File: config.mk
export PLATFORM = sky130hd
export DESIGN_NAME = phase_accum_pipe
export DESIGN_NICKNAME = d
export VERILOG_FILES = /design/src/rtl/phase_accum_pipe.sv
export SDC_FILE = /design/constraint.sdc
export NUM_CORES = 1
export LEC_CHECK = 0
export ABC_AREA = 0
export BUFFER_PORTS_ARGS = -buffer_cell sky130_fd_sc_hd__buf_2
export CORE_MARGIN = 2
export CORE_UTILIZATION = 40
export CTS_CLUSTER_DIAMETER = 120
export DETAILED_ROUTE_END_ITERATION = 7
export GPL_ROUTABILITY_DRIVEN = 1
export SLEW_MARGIN = 15
export SYNTH_ARGS = -nofsm -noshare
export SYNTH_HDL_FRONTEND = slang
export SYNTH_SLANG_ARGS = --single-unit
export TNS_END_PERCENT = 1
File: constraint.sdc
create_clock -name clk -period 2.8 [get_ports clk]
set_clock_uncertainty 0.15 [all_clocks]
set_input_delay 0.28 -clock clk [delete_from_list [all_inputs] [get_ports clk]]
set_output_delay 0.28 -clock clk [all_outputs]
set_load 0.1 [all_outputs]
File: src/rtl/phase_accum_pipe.sv
module phase_accum_pipe #(
  parameter int SLICE_W    = 8,
  parameter int NUM_SLICES = 4
) (
  input  logic                          clk,
  input  logic                          rst,
  input  logic                          en,
  input  logic [SLICE_W*NUM_SLICES-1:0] tune_word,
  output logic [SLICE_W*NUM_SLICES-1:0] phase,
  output logic                          phase_valid
);
  localparam int ACC_W = SLICE_W * NUM_SLICES;
  localparam int LOGW  = $clog2(SLICE_W);

  // Brent-Kung prefix adder for one slice; returns {carry_out, sum}
  function automatic logic [SLICE_W:0] bk_add(input logic [SLICE_W-1:0] a,
                                              input logic [SLICE_W-1:0] b,
                                              input logic               cin);
    logic [SLICE_W-1:0] g, p, gg, pp;
    logic [SLICE_W:0]   c;
    g  = a & b;
    p  = a ^ b;
    gg = g;
    pp = p;
    gg[0] = g[0] | (p[0] & cin);
    for (int l = 0; l < LOGW; l++)
      for (int i = 0; i < SLICE_W; i++)
        if (((i + 1) % (1 << (l + 1))) == 0) begin
          gg[i] = gg[i] | (pp[i] & gg[(i + SLICE_W - (1 << l)) % SLICE_W]);
          pp[i] = pp[i] & pp[(i + SLICE_W - (1 << l)) % SLICE_W];
        end
    for (int l = LOGW - 2; l >= 0; l--)
      for (int i = 0; i < SLICE_W; i++)
        if ((((i + 1) % (1 << (l + 1))) == (1 << l)) && (i >= (1 << (l + 1))))
          gg[i] = gg[i] | (pp[i] & gg[(i + SLICE_W - (1 << l)) % SLICE_W]);
    c = {gg, cin};
    return {c[SLICE_W], p ^ c[SLICE_W-1:0]};
  endfunction

  logic [NUM_SLICES-1:0][SLICE_W-1:0] acc_q;
  logic [NUM_SLICES-1:0][SLICE_W-1:0] byte_in;
  logic [NUM_SLICES-1:0][SLICE_W-1:0] sum_c;
  logic [NUM_SLICES-1:0]              cout_c;
  logic [NUM_SLICES-2:0]              carry_q;
  logic [NUM_SLICES-1:0]              cin_v;
  logic [NUM_SLICES-1:0]              vld_sr;

  assign cin_v = {carry_q, 1'b0};

  always_comb begin
    for (int k = 0; k < NUM_SLICES; k++)
      {cout_c[k], sum_c[k]} = bk_add(acc_q[k], byte_in[k], cin_v[k]);
  end

  always_ff @(posedge clk) begin
    if (rst) begin
      acc_q   <= '0;
      carry_q <= '0;
      vld_sr  <= '0;
    end else if (en) begin
      acc_q  <= sum_c;
      for (int k = 0; k < NUM_SLICES - 1; k++)
        carry_q[k] <= cout_c[k];
      vld_sr <= {vld_sr[NUM_SLICES-2:0], 1'b1};
    end
  end

  assign phase_valid = vld_sr[NUM_SLICES-1];

  for (genvar k = 0; k < NUM_SLICES; k++) begin : g_slice
    localparam int DESK = NUM_SLICES - 1 - k;

    if (k == 0) begin : g_noskew
      assign byte_in[k] = tune_word[k*SLICE_W +: SLICE_W];
    end else begin : g_skew
      logic [SLICE_W-1:0] skew_q [k];
      always_ff @(posedge clk) begin
        if (rst) begin
          for (int d = 0; d < k; d++) skew_q[d] <= '0;
        end else if (en) begin
          skew_q[0] <= tune_word[k*SLICE_W +: SLICE_W];
          for (int d = 1; d < k; d++) skew_q[d] <= skew_q[d-1];
        end
      end
      assign byte_in[k] = skew_q[k-1];
    end

    if (DESK == 0) begin : g_nodesk
      assign phase[k*SLICE_W +: SLICE_W] = acc_q[k];
    end else begin : g_desk
      logic [SLICE_W-1:0] desk_q [DESK];
      always_ff @(posedge clk) begin
        if (rst) begin
          for (int d = 0; d < DESK; d++) desk_q[d] <= '0;
        end else if (en) begin
          desk_q[0] <= acc_q[k];
          for (int d = 1; d < DESK; d++) desk_q[d] <= desk_q[d-1];
        end
      end
      assign phase[k*SLICE_W +: SLICE_W] = desk_q[DESK-1];
    end
  end

  initial begin
    if (ACC_W != SLICE_W * NUM_SLICES || NUM_SLICES < 2 || (1 << LOGW) != SLICE_W)
      $error("phase_accum_pipe: unsupported parameters");
  end
endmodule

# Word level (Yosys, flattened, before mapping)
# Memory sizes are Yosys's and may differ from the RTL's.
# Cells that the tools add are included.
# totals
ram_bits	96
wordCells	157
inputBits	35
ff_bits	39
n_memories	6
# op_classes
reduce_logical	2
bitwise	124
n_mux	19
# memory_table
name	words	width	rd	rd_ports_with_merged_regs	write_ports	line_no	rtl
g_slice[0].g_desk.desk_q	3	8	3	0	3	91	logic [SLICE_W-1:0] desk_q [DESK];
g_slice[3].g_skew.skew_q	3	8	3	0	3	76	logic [SLICE_W-1:0] skew_q [k];
g_slice[1].g_desk.desk_q	2	8	2	0	2	91	
g_slice[2].g_skew.skew_q	2	8	2	0	2	76	
g_slice[1].g_skew.skew_q	1	8	1	0	1	76	
g_slice[2].g_desk.desk_q	1	8	1	0	1	91	
# op_table
operator	n
$mux W8	12
$xor A8 B8 Y8	8
$and A1 B1 Y1	58
$or A1 B1 Y1	54
$and A8 B8 Y8	3
$reduce_or A8 Y1	2
$and A7 B7 Y7	1
$mux W1	7

# Longest topological paths before layout
# An unclocked memory read counts as a cell.
# logic_depth
ltp_word	13
ltp_mapped	13
depth_no_buf	13

# Worst setup path before layout
# Ideal clock, no wire load.
# synth_timing
kind	input port to flip-flop
start	in rst
end	mem g_slice[0].g_desk.desk_q[0][0], enable pin
setup_ps	452
path_buffers	1
stages	3
t_arrival_ps	2388
required_time_ps	2198
setup_slack_ps	-190
cell_sequence	buf_2 -> nor2_1 -> inv_1
# synth_lines
item	line_no	rtl
from (decl)	6	input logic rst,
to (decl)	91	

==> Implementation_results.wiki <==
{| class="wikitable"
! Metric !! Value
|-
| Run status || finished clean
|-
| Vias || roughly 3400
|-
| Core ar. || 15100 sq um
|-
| Number of buffers added for setup after CTS || 0
|-
| Routed wire length per instance || 12.7 um
|-
| Die footprint || approximately 16000 sq um
|-
| Final Cycle Share || 91.9%
|-
| Worst min-delay path class || in2reg
|-
| Post-synthesis instance total || roughly 470
|-
| Yosys warnings || 0
|-
| Critical Path Sink Type || register
|-
| Critical path peak fanout || 2
|-
| Number of buffer cells added on primary ports || 67
|-
| Clock tree from TritonCTS || done
|-
| VDD IR-drop max || between 0.3 and 0.4 mV
|-
| Power per cell area || approximately 740 nW/um^2
|-
| Post-layout min period || approximately 2.6 ns
|-
| Worst-Skew Late Latency || between 0.4 and 0.5 ns
|-
| Area added between synthesis and finish || 19.0%
|-
| Maximum Capacitance Violations || 0
|-
| Die boundary height || 128 um
|-
| Initial drt markers || about 190
|-
| Top achievable clock speed || between 300 and 400 MHz
|-
| Remaining global-route overflow || 0
|-
| Tightest Pin Transition || between 0.7 and 0.8 ns
|-
| GR Util All Layers || 12.7%
|-
| Largest net degree at the start of global routing || 55
|-
| Final estimated routing congestion in global placement || roughly 0.74
|-
| Count of distinct cell types in the synthesized netlist || 25
|-
| Post-layout net count || 611
|-
| Die span in x || about 130 um
|-
| Initial standard-cell utilization of the core || between 40% and 50%
|-
| Clock Tree Root || sky130_fd_sc_hd__clkbuf_16
|-
| Net count of the mapped netlist || roughly 540
|-
| Max Slew Vio Count || 0
|-
| Antenna diode instance count || 0
|-
| Yosys reg bits || ~140
|-
| Number of vias per cell after detailed routing || about 4.6
|-
| Category of the worst setup path launch point || register
|-
| Count of antenna-violating nets left after detailed routing || 0
|-
| Wire length of the first global-routing pass || ~16000 um
|-
| Pre-CTS worst setup slack || 0.148 ns
|-
| Total clock buffers created by CTS || 17
|-
| Leakage dissipation || approximately 3.2 nW
|-
| Overall routed net length || ~9400 um
|-
| Seq/Total Area, Yosys || between 50% and 60%
|-
| Setup WS post-layout || 0.227 ns
|-
| DP HPWL || 5730 um
|-
| Clock tree sinks || about 140
|-
| Vias in the first global route || about 3500
|-
| Clock input transition at the sequential cells of the worst setup and hold paths || 0.06 ns
|-
| Site row count || 45
|-
| RSZ-0062 raised after global routing || no
|-
| Total iterations of the first detailed-routing run || 4
|-
| Area of the mapped netlist || about 6100 sq um
|-
| DRC violations left || 0
|-
| Final-report setup violation count || 0
|-
| Max H-tree Level || 4
|-
| Sum of negative setup slack || 0 ns
|-
| Average cell area after synthesis || 13.2 sq um
|-
| Class of the most critical setup path || reg2reg
|-
| Critical path required time || 2.94 ns
|-
| Relative slew slack || a little over half
|-
| Layout cell share with drive strength beyond 1 || between 15 and 20%
|-
| Arrival time at the worst endpoint || 2.72 ns
|-
| Clock buffer depth || 2
|-
| Number of ports placed on the die boundary || between 60 and 70
|-
| Initial antenna violation count || 0
|-
| Final hold vios || 0
|}
[sequential cells by signal, summed over array words and instances (netlist names)]
register / cells
g_slice.g_desk.desk_q: 48
carry_q: 3
g_slice.g_skew.skew_q: 48
acc_q: 24
vld_sr: 4
phase: 8
[cell usage after synthesis]
cell	number	area [sq um]
sky130_fd_sc_hd__nand2_1	2	7.51
sky130_fd_sc_hd__o21a_1	3	22.5
sky130_fd_sc_hd__nor2b_4	1	13.8
sky130_fd_sc_hd__xor2_1	2	17.5
sky130_fd_sc_hd__inv_1	25	93.8
sky130_fd_sc_hd__fa_1	19	380
sky130_fd_sc_hd__a21o_1	8	60.1
sky130_fd_sc_hd__clkbuf_2	8	40.0
sky130_fd_sc_hd__buf_2	6	30.0
sky130_fd_sc_hd__xnor2_1	11	96.3
sky130_fd_sc_hd__edfxtp_1	96	2880
sky130_fd_sc_hd__dfxtp_1	39	781
sky130_fd_sc_hd__nand3_1	1	5.00
sky130_fd_sc_hd__mux2i_1	20	200
sky130_fd_sc_hd__o21ai_0	6	30.0
sky130_fd_sc_hd__and2_1	96	601
sky130_fd_sc_hd__a211oi_1	20	150
sky130_fd_sc_hd__o22ai_1	3	18.8
sky130_fd_sc_hd__o211ai_1	3	22.5
sky130_fd_sc_hd__buf_6	4	45.0
sky130_fd_sc_hd__nor2_1	38	143
sky130_fd_sc_hd__ha_1	23	288
sky130_fd_sc_hd__buf_4	25	188
sky130_fd_sc_hd__clkbuf_1	2	7.51
sky130_fd_sc_hd__a21oi_1	4	20.0
[critical path, cell delays in order (launching register included)]
cell and delay, ns:
sky130_fd_sc_hd__edfxtp_1 0.37, sky130_fd_sc_hd__inv_2 0.07, sky130_fd_sc_hd__fa_2 0.19, sky130_fd_sc_hd__inv_1 0.05
sky130_fd_sc_hd__fa_2 0.33, sky130_fd_sc_hd__a21o_1 0.16, sky130_fd_sc_hd__a21o_1 0.20, sky130_fd_sc_hd__nand3_1 0.09
sky130_fd_sc_hd__nand2_1 0.07, sky130_fd_sc_hd__fa_2 0.33, sky130_fd_sc_hd__xor2_1 0.13, sky130_fd_sc_hd__nand2_1 0.08
sky130_fd_sc_hd__xor2_1 0.19, sky130_fd_sc_hd__nor2_1 0.05
[per-stage QoR]
| step | util [%] | cell area (sq um) | instances | hold slack (ns) | total power (W) |
|---|---|---|---|---|---|
| CTS | 48.4 | 7310 | 735 | 0.00162 | 0.00550 |
| finish | 48.5 | 7310 | 735 | 0.0200 | 0.00543 |
| floorplan | - | 6150 | 465 | 0.284 | 0.00302 |
| global placement | 42.8 | 6460 | 681 | 0.296 | 0.00309 |
| global route | 48.5 | 7310 | 735 | 0.00846 | 0.00567 |
| detailed placement | 42.8 | 6460 | 681 | 0.313 | 0.00312 |
[cells in the final DEF (no fill, tap or decap), types with 4 or more instances in the layout]
cell                            netlist  final
sky130_fd_sc_hd__nor2_1              38     38
sky130_fd_sc_hd__ha_1                23     23
sky130_fd_sc_hd__a21oi_1              4      4
sky130_fd_sc_hd__and2_1              96     96
sky130_fd_sc_hd__buf_2                6     67
sky130_fd_sc_hd__a21o_1               8      8
sky130_fd_sc_hd__mux2i_1             20     20
sky130_fd_sc_hd__xnor2_1             11     11
sky130_fd_sc_hd__inv_1               25     23
sky130_fd_sc_hd__bufinv_16            0      4
sky130_fd_sc_hd__buf_4               25      5
sky130_fd_sc_hd__dfxtp_1             39     39
sky130_fd_sc_hd__clkinv_2             0      4
sky130_fd_sc_hd__dlygate4sd3_1        0     22
sky130_fd_sc_hd__fa_1                19     16
sky130_fd_sc_hd__clkbuf_16            0     17
sky130_fd_sc_hd__edfxtp_1            96     96
sky130_fd_sc_hd__o21ai_0              6      6
sky130_fd_sc_hd__a211oi_1            20     20
[final timing paths]
check / start / endpoint / slack [ns] / depth (start not counted)
max reg2reg: g_slice[3].g_skew.skew_q[0][16] / phase[31] / 0.23 / 13
max: g_slice[3].g_skew.skew_q[0][16] / phase[31] / 0.23 / 13
min reg2reg: vld_sr[0] / vld_sr[0] / 0.33 / 2
min: tune_word[10] / g_slice[1].g_skew.skew_q[0][2] / 0.02 / 2
[final cells by class]
| cell class | count | area [sq um] |
|---|---|---|
| fill | 1361 | 7780 |
| sequential | 135 | 3660 |
| multi-input combinational | 260 | 2080 |
| timing repair buffer | 95 | 613 |
| clock buffer | 19 | 443 |
| tap | 188 | 235 |
| clock inverter | 13 | 178 |
| inverter | 25 | 97.6 |
[kinds of logic after synthesis]
kind of cell	synth area share, %
DFF	59.6
adders and majority gates	10.9
buffers and inverters	6.58
xor gates and xnor gates	1.85
and+or+nand+nor	12.5
AOI/OAI and AO/OA	5.27
muxes	3.26
[what timing repair did]
action	4_1_cts	5_1_grt
endpoints found under the setup margin	0	1
endpoints found under the hold margin	22	0
hold buffers	22	0
gates resized for setup	0	4
[report_power, final]
part | switching (W) | total, W | leakage [nW] | internal (W)
Sequential | 0.0000754 | 0.00238 | 1.38 | 0.00230
Clock | 0.000821 | 0.00233 | 0.305 | 0.00151
Combinational | 0.000482 | 0.000727 | 1.49 | 0.000245
[routing by layer]
layer | vias up | GRT usage, % | share of wire [%]
met4 | 0 | 6.21 | 1.9
met5 | - | 0 | 0
li1 | 1694 | - | -
met1 | 1634 | 13.9 | 42
met2 | 63 | 21.3 | 50
met3 | 17 | 5.38 | 5.9
No activity file was read; power rests on OpenSTA's default activity.
